## config.mk

```make
export PLATFORM = sky130hd
export DESIGN_NAME = cfg_shadow_bank
export DESIGN_NICKNAME = d
export VERILOG_FILES = /design/src/rtl/cfgbank_pkg.sv /design/src/rtl/cfg_port_ctrl.sv /design/src/rtl/cfg_xfer_ctrl.sv /design/src/rtl/cfg_func_byte.sv /design/src/rtl/cfg_shadow_bank.sv
export SDC_FILE = /design/constraint.sdc
export NUM_CORES = 1
export LEC_CHECK = 0
export ABC_AREA = 0
export BUFFER_PORTS_ARGS = -buffer_cell sky130_fd_sc_hd__buf_2
export CORE_MARGIN = 1.5
export CORE_UTILIZATION = 45
export DETAILED_ROUTE_END_ITERATION = 10
export PLACE_DENSITY_LB_ADDON = 0.3
export SLEW_MARGIN = 40
export SYNTH_ARGS = -nofsm -noshare
export SYNTH_HDL_FRONTEND = slang
export SYNTH_SLANG_ARGS = --single-unit
```

## constraint.sdc

```tcl
create_clock -name clk -period 5.5 [get_ports clk]
set_input_delay 1.1 -clock clk [delete_from_list [all_inputs] [get_ports clk]]
set_output_delay 1.1 -clock clk [all_outputs]
set_load 0.02 [all_outputs]
```

## src/rtl/cfgbank_pkg.sv

```systemverilog
// Shared types and field positions for the configuration register bank.
// Assumes byte-wide registers throughout.
package cfgbank_pkg;

    localparam int BYTE_W = 8;

    typedef logic [BYTE_W-1:0] byte_t;

    // Bit positions in the port-setup byte; the nibbles mirror each other.
    localparam int PC_LSB_HI  = 6;
    localparam int PC_SRST_HI = 5;
    localparam int PC_SRST_LO = 2;
    localparam int PC_LSB_LO  = 1;

    // Constant bits of the port-setup byte (also its reset image).
    localparam byte_t PC_FIXED = 8'h18;

    typedef struct packed {
        logic lsb_hi;
        logic srst_hi;
        logic srst_lo;
        logic lsb_lo;
    } portcfg_t;

    // Build the readable image of the port-setup byte.
    function automatic byte_t portcfg_image(input portcfg_t pc);
        byte_t b;
        b             = PC_FIXED;
        b[PC_LSB_HI]  = pc.lsb_hi;
        b[PC_SRST_HI] = pc.srst_hi;
        b[PC_SRST_LO] = pc.srst_lo;
        b[PC_LSB_LO]  = pc.lsb_lo;
        return b;
    endfunction

    // Pick the writable fields out of a write byte.
    function automatic portcfg_t portcfg_fields(input byte_t b);
        portcfg_t pc;
        pc.lsb_hi  = b[PC_LSB_HI];
        pc.srst_hi = b[PC_SRST_HI];
        pc.srst_lo = b[PC_SRST_LO];
        pc.lsb_lo  = b[PC_LSB_LO];
        return pc;
    endfunction

endpackage

```

## src/rtl/cfg_port_ctrl.sv

```systemverilog
// Port-setup register: holds the mirrored bit-order and soft-reset bits.
// Assumes wr_hit is already qualified by address. The soft-reset pulse
// clears the whole register one cycle after it is written.
module cfg_port_ctrl
    import cfgbank_pkg::*;
(
    input  logic     clk,
    input  logic     rst_n,
    input  logic     wr_hit,
    input  portcfg_t wr_fields,
    output byte_t    rd_image,
    output logic     lsb_first,
    output logic     soft_rst
);

    portcfg_t pc_q;

    // Load on write; hard or soft reset returns the default image.
    always_ff @(posedge clk) begin
        if (!rst_n || soft_rst) begin
            pc_q <= '0;
        end else if (wr_hit) begin
            pc_q <= wr_fields;
        end
    end

    assign soft_rst  = pc_q.srst_hi | pc_q.srst_lo;
    assign lsb_first = pc_q.lsb_hi | pc_q.lsb_lo;
    assign rd_image  = portcfg_image(pc_q);

    AST_SOFT_ONE_CYCLE: assert property (@(posedge clk) disable iff (!rst_n)
        soft_rst |=> !soft_rst);

    AST_SOFT_RESTORES: assert property (@(posedge clk) disable iff (!rst_n)
        soft_rst |=> (rd_image == PC_FIXED));

endmodule

```

## src/rtl/cfg_xfer_ctrl.sv

```systemverilog
// Commit bit: set for exactly one cycle by a write with bit 0 high,
// then clears itself. Assumes wr_hit is already address-qualified.
module cfg_xfer_ctrl (
    input  logic clk,
    input  logic rst_n,
    input  logic soft_rst,
    input  logic wr_hit,
    input  logic go,
    output logic commit
);

    logic xfer_q;

    // Self-clearing commit request.
    always_ff @(posedge clk) begin
        if (!rst_n || soft_rst) begin
            xfer_q <= 1'b0;
        end else begin
            xfer_q <= wr_hit && go;
        end
    end

    assign commit = xfer_q;

    AST_XFER_SELF_CLEAR: assert property (@(posedge clk) disable iff (!rst_n)
        (commit && !(wr_hit && go)) |=> !commit);

endmodule

```

## src/rtl/cfg_func_byte.sv

```systemverilog
// One function register. SHADOWED selects a staging plus live pair;
// otherwise the single copy is live. HAS_DEF marks a critical register
// that loads DEF_VAL on hard or soft reset; others keep contents.
module cfg_func_byte
    import cfgbank_pkg::*;
#(
    parameter bit    SHADOWED = 1'b1,
    parameter bit    HAS_DEF  = 1'b0,
    parameter byte_t DEF_VAL  = '0
) (
    input  logic  clk,
    input  logic  rst_n,
    input  logic  soft_rst,
    input  logic  wr_hit,
    input  byte_t wdata,
    input  logic  commit,
    output byte_t shd_o,
    output byte_t act_o
);

    byte_t shd_q;

    // Staging copy: written by the port, reloaded only if critical.
    always_ff @(posedge clk) begin
        if (HAS_DEF && (!rst_n || soft_rst)) begin
            shd_q <= DEF_VAL;
        end else if (wr_hit) begin
            shd_q <= wdata;
        end
    end

    assign shd_o = shd_q;

    generate
        if (SHADOWED) begin : g_pair
            byte_t act_q;

            // Live copy: takes the staged value on a commit cycle.
            always_ff @(posedge clk) begin
                if (HAS_DEF && (!rst_n || soft_rst)) begin
                    act_q <= DEF_VAL;
                end else if (commit) begin
                    act_q <= shd_q;
                end
            end

            assign act_o = act_q;

            AST_ACTIVE_HOLDS: assert property (@(posedge clk) disable iff (!rst_n)
                (!commit && !(HAS_DEF && soft_rst)) |=> $stable(act_q));

            AST_COMMIT_COPIES: assert property (@(posedge clk) disable iff (!rst_n)
                (commit && !(HAS_DEF && soft_rst)) |=> (act_q == $past(shd_q)));
        end else begin : g_single
            assign act_o = shd_q;
        end
    endgenerate

endmodule

```

## src/rtl/cfg_shadow_bank.sv

```systemverilog
// Configuration register bank behind a serial control port.
// Assumes addr/wdata/strobes are decoded and stable for one cycle each.
// Reads are combinational; writes take effect at the clock edge.
module cfg_shadow_bank
    import cfgbank_pkg::*;
#(
    parameter int          ADDR_W     = 8,
    parameter int          FUNC_LO    = 8'h08,
    parameter int          FUNC_HI    = 8'h2A,
    parameter int          SHD_HI     = 8'h18,
    parameter int          CLK_ADDR   = 8'h09,
    parameter byte_t       CLK_DEF    = 8'h01,
    parameter int          ID_ADDR    = 8'h01,
    parameter int          GRADE_ADDR = 8'h02,
    parameter int          XFER_ADDR  = 8'hFF,
    parameter byte_t       CHIP_ID    = 8'h0C,
    parameter logic [1:0]  GRADE_CODE = 2'b11,
    localparam int         NFUNC      = FUNC_HI - FUNC_LO + 1,
    localparam int         CLK_IDX    = CLK_ADDR - FUNC_LO
) (
    input  logic                    clk,
    input  logic                    rst_n,
    input  logic                    wr_en,
    input  logic                    rd_en,
    input  logic [ADDR_W-1:0]       addr,
    input  logic [BYTE_W-1:0]       wdata,
    output logic [BYTE_W-1:0]       rdata,
    output logic [NFUNC*BYTE_W-1:0] act_q,
    output logic                    dcs_en_o,
    output logic                    lsb_first_o,
    output logic                    soft_rst_o,
    output logic                    commit_o
);

    localparam logic [ADDR_W-1:0] A_PORT  = '0;
    localparam logic [ADDR_W-1:0] A_ID    = ADDR_W'(ID_ADDR);
    localparam logic [ADDR_W-1:0] A_GRADE = ADDR_W'(GRADE_ADDR);
    localparam logic [ADDR_W-1:0] A_XFER  = ADDR_W'(XFER_ADDR);
    localparam byte_t GRADE_IMG = byte_t'({GRADE_CODE, 4'b0000});

    byte_t port_img;
    byte_t shd_arr [NFUNC];
    byte_t act_arr [NFUNC];
    logic  func_hit;
    byte_t func_rd;

    cfg_port_ctrl u_port (
        .clk       (clk),
        .rst_n     (rst_n),
        .wr_hit    (wr_en && (addr == A_PORT)),
        .wr_fields (portcfg_fields(wdata)),
        .rd_image  (port_img),
        .lsb_first (lsb_first_o),
        .soft_rst  (soft_rst_o)
    );

    cfg_xfer_ctrl u_xfer (
        .clk      (clk),
        .rst_n    (rst_n),
        .soft_rst (soft_rst_o),
        .wr_hit   (wr_en && (addr == A_XFER)),
        .go       (wdata[0]),
        .commit   (commit_o)
    );

    generate
        for (genvar k = 0; k < NFUNC; k++) begin : g_func
            localparam logic [ADDR_W-1:0] A_K = ADDR_W'(FUNC_LO + k);
            cfg_func_byte #(
                .SHADOWED ((FUNC_LO + k) <= SHD_HI),
                .HAS_DEF  (k == CLK_IDX),
                .DEF_VAL  ((k == CLK_IDX) ? CLK_DEF : byte_t'(0))
            ) u_byte (
                .clk      (clk),
                .rst_n    (rst_n),
                .soft_rst (soft_rst_o),
                .wr_hit   (wr_en && (addr == A_K)),
                .wdata    (wdata),
                .commit   (commit_o),
                .shd_o    (shd_arr[k]),
                .act_o    (act_arr[k])
            );
            assign act_q[k*BYTE_W +: BYTE_W] = act_arr[k];
        end
    endgenerate

    assign dcs_en_o = act_arr[CLK_IDX][0];

    // Select the staging byte of the addressed function register.
    always_comb begin
        func_hit = 1'b0;
        func_rd  = '0;
        for (int k = 0; k < NFUNC; k++) begin
            if (addr == ADDR_W'(FUNC_LO + k)) begin
                func_hit = 1'b1;
                func_rd  = shd_arr[k];
            end
        end
    end

    // Read multiplexer; undefined addresses and idle cycles give zero.
    always_comb begin
        rdata = '0;
        if (rd_en) begin
            if (addr == A_PORT)       rdata = port_img;
            else if (addr == A_ID)    rdata = CHIP_ID;
            else if (addr == A_GRADE) rdata = GRADE_IMG;
            else if (addr == A_XFER)  rdata = {{(BYTE_W-1){1'b0}}, commit_o};
            else if (func_hit)        rdata = func_rd;
        end
    end

    AST_ID_READ: assert property (@(posedge clk) disable iff (!rst_n)
        (rd_en && addr == A_ID) |-> (rdata == CHIP_ID));

    AST_UNDEF_READ_ZERO: assert property (@(posedge clk) disable iff (!rst_n)
        (rd_en && !func_hit && addr != A_PORT && addr != A_ID
         && addr != A_GRADE && addr != A_XFER) |-> (rdata == '0));

    AST_IDLE_READ_ZERO: assert property (@(posedge clk) disable iff (!rst_n)
        !rd_en |-> (rdata == '0));

    AST_XFER_IDLE_READ: assert property (@(posedge clk) disable iff (!rst_n)
        (rd_en && addr == A_XFER && !commit_o) |-> (rdata == '0));

endmodule

```

==> metrics.md, run 1 <==
| Metric | Value |
|---|---|
| Die H | `195.9 um` |
| Clock buffers created by TritonCTS | `42` |
| Iter 0 DRT Violations | `1,714` |
| Setup fix buffers added after clock tree synthesis | `0` |
| Clock slew at the register clock pins of the worst setup and hold paths | `60 ps` |
| Maximum number of pins on one net before global-route repair | `78` |
| Critical R2R Launch | `u_xfer.commit` |
| Post-synthesis sequential area ratio | `74.26%` |
| Upper clock frequency limit | `193.8 MHz` |
| Status | `finished, final reports clean` |
| Skew-Pair Late Insertion Delay | `550 ps` |
| Vias per inst | `6.310` |
| Kind of critical path | `in -> out` |
| Effective utilization at floorplan | `45.73%` |
| Routability cong. | `0.9551` |
| Yosys top cell by area | `edfxtp_1` |
| Final HPWL DP | `39.95 mm` |
| Final global-route overflow total | `0` |
| Number of violations of the max-capacitance limit | `0` |
| First drt pass iteration count | `6` |
| Num rows | `70` |
| Overall track demand over capacity in global routing | `29.12%` |
| Cell count after synthesis | `1,117` |
| Number of nets in the final layout | `1,468` |
| Multi-input combinational cell area | `3969 um2` |
| Detail-routed net length per standard cell | `29.06 um` |
| FILL cells | `3,047` |
| Final Util | `55.70%` |
| Global-route wire length before repair | `80.89 mm` |
| Synthesized cell area | `16,740 um2` |
| Worst Skew | `18.76 ps` |
| Number of sinks on the clock net | `421` |
| Placed Instances | `1,870` |
| Kind of end point of the critical path | `output pin` |
| Total via count in the routed design | `12.32k` |
| Root buf cell | `clkbuf_16` |
| WP data arrival | `4060 ps` |
| Top cells by area in the synthesized netlist | `edfxtp_1 (72%), dfxtp_1 (2.5%), a21oi_1 (1.9%), nor2_1 (1.8%), nand2_1 (1.7%)` |
| Total count of max-transition violations in the final report | `0` |
| Total negative slack | `0 ps` |
| Crit-path max FO | `12` |
| Final worst path period share | `93.81%` |
| Relative max-transition margin | `41.85%` |
| Number of enable-type register cells in the synthesized netlist | `400` |
| Crit. Startpoint | `addr[4]` |
| DRC viols | `0` |
| Yosys cell types | `74` |
| Worst Path Required | `4400 ps` |
| Cell with the most instances after synthesis | `edfxtp_1` |
| Vias in the first global route | `11.73k` |
| Setup violation total in the final timing report | `0` |
| Synth Net Count | `1,137` |
| Number of cell instances on the worst register-to-register path | `2` |
| Kind of launch point of the worst setup path | `input pin` |
| Final critical path time including I/O delays and setup | `5160 ps` |
| DIE AREA | `38,370 um2` |
| Horiz. Die Dim | `195.9 um` |
| Number of top-level design ports | `312` |
| Reg2reg end | `g_func[16].u_byte.act_o[4]` |
| Post-Place Cell Area | `18,930 um2` |
| Core Region | `36,610 um2` |
| Design Area, Final | `20,390 um2` |
| Storage cell area | `12,440 um2` |
| Leakage power summed over all cells | `7.070 nW` |
| Port Buf Inserts | `311` |
| Power density over the cells | `326.4 nW/um2` |
| Maximum ir drop on the vdd rail | `0.0002018 V` |
| Ratio of cells with drive above 1 in the final layout | `31.91%` |
| Warnings from Yosys | `0` |
| Unrepaired setup endpoints after global routing | `false` |
| Critical path endpoint | `rdata[7]` |
| Final hold violations | `0` |
| Class of the most critical hold timing path | `reg -> reg` |
| Worst hold slack | `432.9 ps` |
| Non-filler instance count after layout | `1,952` |
| List of most frequent post-synthesis cells | `edfxtp_1 (400), nor2_1 (79), nand2_1 (78)` |
| Pin slew with the least headroom to its limit | `872.2 ps` |
| DRT antenna net count | `0` |
| Post-synthesis area per instance | `14.99 um2` |
| Number of buffers between clock root and the deepest sink | `3` |
| Initial antenna violation count | `6` |
| Area grow syn2layout | `21.80%` |
| Flip-flop cell with the highest count after synthesis | `edfxtp_1` |
| PostCTS Resize Cnt | `0` |
| R2R setup slack | `3590 ps` |
| Clock tree from TritonCTS | `built` |
| Hold buffers post-CTS | `0` |
| Total wirelength of the detailed-routed design | `56.72 mm` |
| Share of the synthesized area in the top cell type | `71.75%` |
| H-tree levels | `2` |
| Number of synthesized register bits | `421` |
| Fraction of registers with async set or reset after synthesis | `0%` |
==> layout by cell type, fill, tap and decap left out, types with 8 or more instances in the layout <==
cell | netlist | final
nor2_1 | 79 | 74
a22oi_1 | 8 | 8
a21oi_1 | 64 | 64
mux2_2 | 14 | 14
mux4_2 | 9 | 9
o211ai_1 | 11 | 11
o21ai_0 | 45 | 45
clkbuf_16 | 0 | 43
a211oi_1 | 18 | 18
nand2_1 | 78 | 78
nor2b_1 | 11 | 11
nor3_1 | 27 | 26
a31oi_1 | 14 | 14
mux2i_1 | 26 | 26
nand3_1 | 29 | 29
o22ai_1 | 24 | 24
nor2_2 | 3 | 8
a32oi_1 | 10 | 10
dfxtp_1 | 21 | 20
buf_4 | 3 | 49
buf_2 | 23 | 306
a2bb2oi_1 | 8 | 8
edfxtp_1 | 400 | 400
o31ai_1 | 8 | 8
a221oi_1 | 10 | 10
==> cell type report <==
class | instances | share of cell area [%]
Antenna cell | 5 | 0.06136
Multi-Input combinational cell | 616 | 19.46
Timing Repair Buffer | 359 | 9.701
Inverter | 8 | 0.1473
Clock inverter | 25 | 1.362
Clock buffer | 50 | 5.406
Tap cell | 468 | 2.872
Sequential cell | 421 | 60.99
==> critical path, stage by stage <==
cell and delay, ps:
buf_2 170, or4b_1 800, nor2_2 560, a22oi_1 180, o22ai_1 360, a211oi_1 120
a2111oi_2 510, buf_2 250
==> worst min-delay path by stage <==
stage	start	end	slack, ps	cells past startpoint
2_1_floorplan	g_func[5].u_byte.shd_o[0]	g_func[5].u_byte.act_o[0]	420	0
3_3_place_gp	g_func[6].u_byte.shd_o[4]	g_func[6].u_byte.act_o[4]	430	0
3_5_place_dp	g_func[9].u_byte.shd_o[4]	g_func[9].u_byte.act_o[4]	430	0
4_1_cts	g_func[3].u_byte.shd_o[4]	g_func[3].u_byte.act_o[4]	440	0
5_1_grt	g_func[3].u_byte.shd_o[4]	g_func[3].u_byte.act_o[4]	440	0
6_report	g_func[3].u_byte.shd_o[4]	g_func[3].u_byte.act_o[4]	430	0
==> flip-flops by register name, summed over array words and instances (netlist names) <==
| signal | count |
|---|---|
| g_func.u_byte.act_o | 280 |
| g_func.u_byte.shd_o | 136 |
| u_port.rd_image | 4 |
| u_xfer.commit | 1 |
==> layer usage <==
metal / part of all wire [%] / track usage (%) / wire length, um
met3: 10 / 5.656 / 5900
met2: 46 / 44.98 / 26140
met4: 3.9 / 11.60 / 2190
met5: 0 / 0 / 0
met1: 40 / 40.91 / 22490
==> kinds of logic after synthesis <==
kind of cell | share of synthesized area, %
compound gates | 11.38
buf+inv | 2.137
flops | 74.26
mux | 3.707
simple gates | 8.513
==> power breakdown <==
group          switching (W)  internal (W)  leakage [nW]  total (W)
logic               0.000207     0.0000744          2.63   0.000282
clock network        0.00120       0.00168         0.674    0.00288
registers         0.00000391       0.00349          3.76    0.00350
total                0.00141       0.00525          7.07    0.00666
==> metrics by stage <==
| step | setup slack, ps | total power, W |
|---|---|---|
| after floorplan | 1134 | 0.003704 |
| after global placement | 446.0 | 0.003832 |
| after detailed placement | 455.1 | 0.003835 |
| after CTS | 449.7 | 0.006684 |
| after global routing | 309.4 | 0.006824 |
| final | 340.3 | 0.006656 |
(Power assumes the default switching activity.)
==> run 2, diff against run 1 <==
--- a/config.mk
+++ b/config.mk
@@ -7,7 +7,6 @@
 export LEC_CHECK = 0
 export ABC_AREA = 0
 export BUFFER_PORTS_ARGS = -buffer_cell sky130_fd_sc_hd__buf_2
-export CORE_MARGIN = 1.5
 export CORE_UTILIZATION = 45
 export DETAILED_ROUTE_END_ITERATION = 10
 export PLACE_DENSITY_LB_ADDON = 0.3
==> metrics.md, run 2 (synthesized netlist as in run 1, its figures left out) <==
| Metric | Value |
|---|---|
| Overall track demand over capacity in global routing | `28.98%` |
| Commonest cells after routing, fill and taps aside | `edfxtp_1 (400), buf_2 (305), nand2_1 (78)` |
| Number of top-level design ports | `312` |
| Core Region | `36,610 um2` |
| Ratio of cells with drive above 1 in the final layout | `31.91%` |
| Setup violation total in the final timing report | `0` |
| Total via count in the routed design | `12.02k` |
| Total wirelength of the detailed-routed design | `55.76 mm` |
| Internal power contribution | `0.005199 W` |
| Worst path buffer plus inverter count | `3` |
| Final global-route overflow total | `0` |
| Total negative slack | `0 ps` |
| Number of nets in the final layout | `1,466` |
| Maximum number of pins on one net before global-route repair | `80` |
| Worst Path Required | `4400 ps` |
| Initial antenna violation count | `1` |
| Root buf cell | `clkbuf_16` |
| Slowest cell on crit path | `buf_4` |
| Setup slack after layout | `345.9 ps` |
| Status | `finished, final reports clean` |
| Worst Setup Slack post-DPL | `467.8 ps` |
| Horiz. Die Dim | `194.9 um` |
| Proportion of power drawn by the clock network | `42.6%` |
| Vias in the first global route | `11.60k` |
| Upper clock frequency limit | `194.0 MHz` |
| DRC viols | `0` |
| Maximum ir drop on the vdd rail | `0.0001954 V` |
| Total count of max-transition violations in the final report | `0` |
| Global-route wire length before repair | `79.66 mm` |
| Seq pwr share | `53.2%` |
| Skew-Pair Late Insertion Delay | `550 ps` |
| Detail-routed net length per standard cell | `28.67 um` |
| Final hold violations | `0` |
| Net Switching | `0.001379 W` |
| Power density over the cells | `323.3 nW/um2` |
| Iter 0 DRT Violations | `1,463` |
| WP data arrival | `4050 ps` |
| Final worst path period share | `93.71%` |
| Number of violations of the max-capacitance limit | `0` |
| Worst Skew | `9.650 ps` |
| Max FFs per register | `280` |
| Number of sinks on the clock net | `421` |
| Largest stage delay on the critical path | `490 ps` |
| Clock slew at the register clock pins of the worst setup and hold paths | `60 ps` |
| Area grow syn2layout | `21.55%` |
| DRT antenna net count | `0` |
| Kind of critical path | `in -> out` |
| Unrepaired setup endpoints after global routing | `false` |
| Num rows | `70` |
| Kind of end point of the critical path | `output pin` |
| First drt pass iteration count | `6` |
| FILL cells | `3,028` |
| Port Buf Inserts | `311` |
| DIE AREA | `37,980 um2` |
| Hold buffers post-CTS | `0` |
| Number of buffers between clock root and the deepest sink | `3` |
| Class of the most critical hold timing path | `reg -> reg` |
| Routability cong. | `0.9588` |
| Die H | `194.9 um` |
| Kind of launch point of the worst setup path | `input pin` |
| Leakage power summed over all cells | `7.052 nW` |
| Relative max-transition margin | `41.84%` |
| Pin slew with the least headroom to its limit | `872.3 ps` |
| Crit-path cells | `buf_4, buf_12, mux4_2, nand3_1, a32oi_1, a221oi_1, o2111ai_1, o211ai_1, a21oi_1, buf_2` |
| Logic gate share of total power | `4.2%` |
| Critical path's top delay family | `compound AO/OA/AOI/OAI gates` |
| Setup fix buffers added after clock tree synthesis | `0` |
| Clock tree from TritonCTS | `built` |
| PostCTS Resize Cnt | `0` |
| Vias per inst | `6.180` |
| Clock buffers created by TritonCTS | `42` |
| Net switching fraction of the power | `20.97%` |
| H-tree levels | `2` |
| Final critical path time including I/O delays and setup | `5154 ps` |
| Most common cell after layout, fill and taps aside | `edfxtp_1` |
| Final HPWL DP | `39.38 mm` |
| Effective utilization at floorplan | `45.73%` |
| Crit-path max FO | `44` |
## run 2: through the flow
stage | total power (W) | std cells | area [um2] | util (%) | hold slack [ps]
after floorplan | 0.003704 | 1117 | 16740 | - | 417.8
after global routing | 0.006734 | 1945 | 20350 | 55.58 | 452.3
after detailed placement | 0.003835 | 1869 | 18950 | 51.77 | 433.8
after CTS | 0.006603 | 1943 | 20290 | 55.43 | 446.4
after global placement | 0.003833 | 1869 | 18940 | 51.73 | 430.2
final | 0.006579 | 1945 | 20350 | 55.58 | 446.4
## run 2: final cells by class
type / count / area [um2] / share of cell area, %
antenna: 1 / 2.502 / 0.01230
clock buffer: 54 / 1160 / 5.700
clock inverter: 20 / 181.4 / 0.8915
inverter: 8 / 30.03 / 0.1476
multi-input combinational: 616 / 3984 / 19.58
sequential: 421 / 12440 / 61.11
tap: 468 / 585.6 / 2.878
timing repair buffer: 357 / 1971 / 9.684
## run 2: routing by layer
layer	global-route usage, %	share of wire (%)
met5	0	0
met4	11.61	3.4
met3	5.310	9.7
met2	44.55	47
met1	40.88	40
## run 2: power groups by stage
stage          clock, W  combinational, W  sequential [W]
3_5_place_dp          0          0.000269         0.00357
6_report        0.00280          0.000279         0.00350
2_1_floorplan         0          0.000136         0.00357
5_1_grt         0.00295          0.000289         0.00350
3_3_place_gp          0          0.000267         0.00357
4_1_cts         0.00284          0.000270         0.00350
## run 2: final timing paths
| kind | startpoint | endpoint | slack, ps | depth (start not counted) |
|---|---|---|---|---|
| max | addr[1] | rdata[2] | 350 | 10 |
| min | g_func[11].u_byte.shd_o[4] | g_func[11].u_byte.act_o[4] | 450 | 0 |
| max reg2reg | u_xfer.commit | g_func[16].u_byte.act_o[0] | 3620 | 2 |
| min reg2reg | g_func[11].u_byte.shd_o[4] | g_func[11].u_byte.act_o[4] | 450 | 0 |
==> run 3, diff against run 2 <==
--- a/config.mk
+++ b/config.mk
@@ -5,7 +5,7 @@
 export SDC_FILE = /design/constraint.sdc
 export NUM_CORES = 1
 export LEC_CHECK = 0
-export ABC_AREA = 0
+export ABC_AREA = 1
 export BUFFER_PORTS_ARGS = -buffer_cell sky130_fd_sc_hd__buf_2
 export CORE_UTILIZATION = 45
 export DETAILED_ROUTE_END_ITERATION = 10
==> metrics.md, run 3 <==
| Metric | Value |
|---|---|
| Most frequent cell on the critical path | `nand2_1` |
| Final hold violations | `0` |
| Kind of critical path | `in -> out` |
| Port Buf Inserts | `311` |
| Critical path's top delay family | `simple AND/OR/NAND/NOR gates` |
| Final HPWL DP | `32.08 mm` |
| Crit-path max FO | `5` |
| Commonest cells after routing, fill and taps aside | `edfxtp_1 (400), nand2_1 (320), buf_2 (306)` |
| Hold buffers post-CTS | `0` |
| Initial antenna violation count | `8` |
| Routability cong. | `0.8748` |
| Clock buffers created by TritonCTS | `42` |
| Iter 0 DRT Violations | `1,058` |
| Final global-route overflow total | `0` |
| Final worst path period share | `95.63%` |
| WP data arrival | `4160 ps` |
| Horiz. Die Dim | `191.0 um` |
| Ratio of cells with drive above 1 in the final layout | `30.05%` |
| Max FFs per register | `280` |
| Share of the synthesized area in the top cell type | `74.70%` |
| Power density over the cells | `336.5 nW/um2` |
| Upper clock frequency limit | `190.1 MHz` |
| DRC viols | `0` |
| Fraction of registers with async set or reset after synthesis | `0%` |
| Number of sinks on the clock net | `421` |
| Area grow syn2layout | `23.73%` |
| Number of enable-type register cells in the synthesized netlist | `400` |
| Number of nets in the final layout | `1,641` |
| First drt pass iteration count | `7` |
| Placed Instances | `2,026` |
| Worst Path Required | `4400 ps` |
| Synth Net Count | `1,272` |
| Root buf cell | `clkbuf_16` |
| List of most frequent post-synthesis cells | `edfxtp_1 (400), nand2_1 (324), nor2_1 (125)` |
| Total via count in the routed design | `10.97k` |
| Clock slew at the register clock pins of the worst setup and hold paths | `60 ps` |
| DIE AREA | `36,490 um2` |
| Total count of max-transition violations in the final report | `0` |
| Clock tree from TritonCTS | `built` |
| Post-synthesis area per instance | `12.84 um2` |
| Number of violations of the max-capacitance limit | `0` |
| Effective utilization at floorplan | `46.09%` |
| Synthesized cell area | `16,080 um2` |
| Number of top-level design ports | `312` |
| Total wirelength of the detailed-routed design | `45.12 mm` |
| Maximum ir drop on the vdd rail | `0.0002067 V` |
| Final Util | `57.03%` |
| Largest stage delay on the critical path | `230 ps` |
| Core Region | `34,880 um2` |
| Most common cell after layout, fill and taps aside | `edfxtp_1` |
| Post-synthesis sequential area ratio | `77.32%` |
| Worst hold slack | `450.9 ps` |
| Relative max-transition margin | `42.24%` |
| Warnings from Yosys | `0` |
| Yosys top cell by area | `edfxtp_1` |
| Flip-flop cell with the highest count after synthesis | `edfxtp_1` |
| Overall track demand over capacity in global routing | `24.40%` |
| Cell count after synthesis | `1,252` |
| Cell with the most instances after synthesis | `edfxtp_1` |
| DRT antenna net count | `0` |
| Global-route wire length before repair | `65.11 mm` |
| Slowest cell on crit path | `a21oi_1` |
| Worst path buffer plus inverter count | `5` |
| Skew-Pair Late Insertion Delay | `540 ps` |
| Kind of end point of the critical path | `output pin` |
| Worst Skew | `9.453 ps` |
| Leakage power summed over all cells | `7.762 nW` |
| Number of synthesized register bits | `421` |
| Num rows | `68` |
| Vias per inst | `5.193` |
| Status | `finished, final reports clean` |
| H-tree levels | `2` |
| Number of buffers between clock root and the deepest sink | `3` |
| Final critical path time including I/O delays and setup | `5260 ps` |
| Pin slew with the least headroom to its limit | `866.3 ps` |
| Total negative slack | `0 ps` |
| Top cells by area in the synthesized netlist | `edfxtp_1 (75%), nand2_1 (7.6%), nor2_1 (2.9%), dfxtp_1 (2.6%), inv_1 (2.4%)` |
| Die H | `191.0 um` |
| Setup violation total in the final timing report | `0` |
| Maximum number of pins on one net before global-route repair | `89` |
| Class of the most critical hold timing path | `reg -> reg` |
| Detail-routed net length per standard cell | `21.35 um` |
| Non-filler instance count after layout | `2,113` |
| Yosys cell types | `33` |
| Vias in the first global route | `10.77k` |
| Kind of launch point of the worst setup path | `input pin` |
run 3: metrics by stage:
stage                     instance area [um2]  power, W  setup WS [ps]
after floorplan                         16080  0.003622          338.8
after global placement                  18310  0.003703          97.46
after detailed placement                18330  0.003707          45.79
after CTS                               19810  0.006717          39.54
after global routing                    19900  0.006854        -0.2620
final                                   19900  0.006694          240.2
run 3: final timing paths:
check,from,to,slack (ps),cells after the start
max,addr[5],rdata[1],240,31
min reg2reg,g_func[16].u_byte.shd_o[1],g_func[16].u_byte.act_o[1],450,0
min,g_func[16].u_byte.shd_o[1],g_func[16].u_byte.act_o[1],450,0
max reg2reg,u_xfer.commit,g_func[16].u_byte.act_o[1],3590,1
run 3: repair_timing:
| item | CTS | global route |
|---|---|---|
| hold endpoints to repair | 0 | 0 |
| setup endpoints to repair | 0 | 8 |
| resized for setup | 0 | 8 |
| buffers inserted | 0 | 5 |
run 3: report_power, final:
part           switching, W  internal [W]  total, W
Combinational      0.000115     0.0000302  0.000145
Sequential       0.00000326       0.00349   0.00350
Clock               0.00121       0.00184   0.00305
Total               0.00133       0.00536   0.00669
run 3: layer usage:
layer | global-route usage, % | share of wire, %
met5 | 0 | 0.14
met4 | 8.062 | 2.7
met3 | 6.150 | 9.7
met2 | 38.53 | 46
met1 | 32.96 | 41
run 3: cell families (layout without fill, tap and decap cells):
logic type	Yosys count	count (layout)	synth area share [%]
compound gates	83	83	2.708
buf+inv	129	530	3.089
flops	421	421	77.32
other cells	0	4	0
simple gates	619	620	16.89
run 3: final cells by class:
cell class | instances | area, um2
Clock inverter | 28 | 360.3
Multi-Input combinational cell | 703 | 3193
Sequential cell | 421 | 12440
Clock buffer | 49 | 1119
Inverter | 116 | 440.4
Timing Repair Buffer | 337 | 1768
Tap cell | 455 | 569.3
Fill cell | 2893 | 14990
Antenna cell | 4 | 10.01
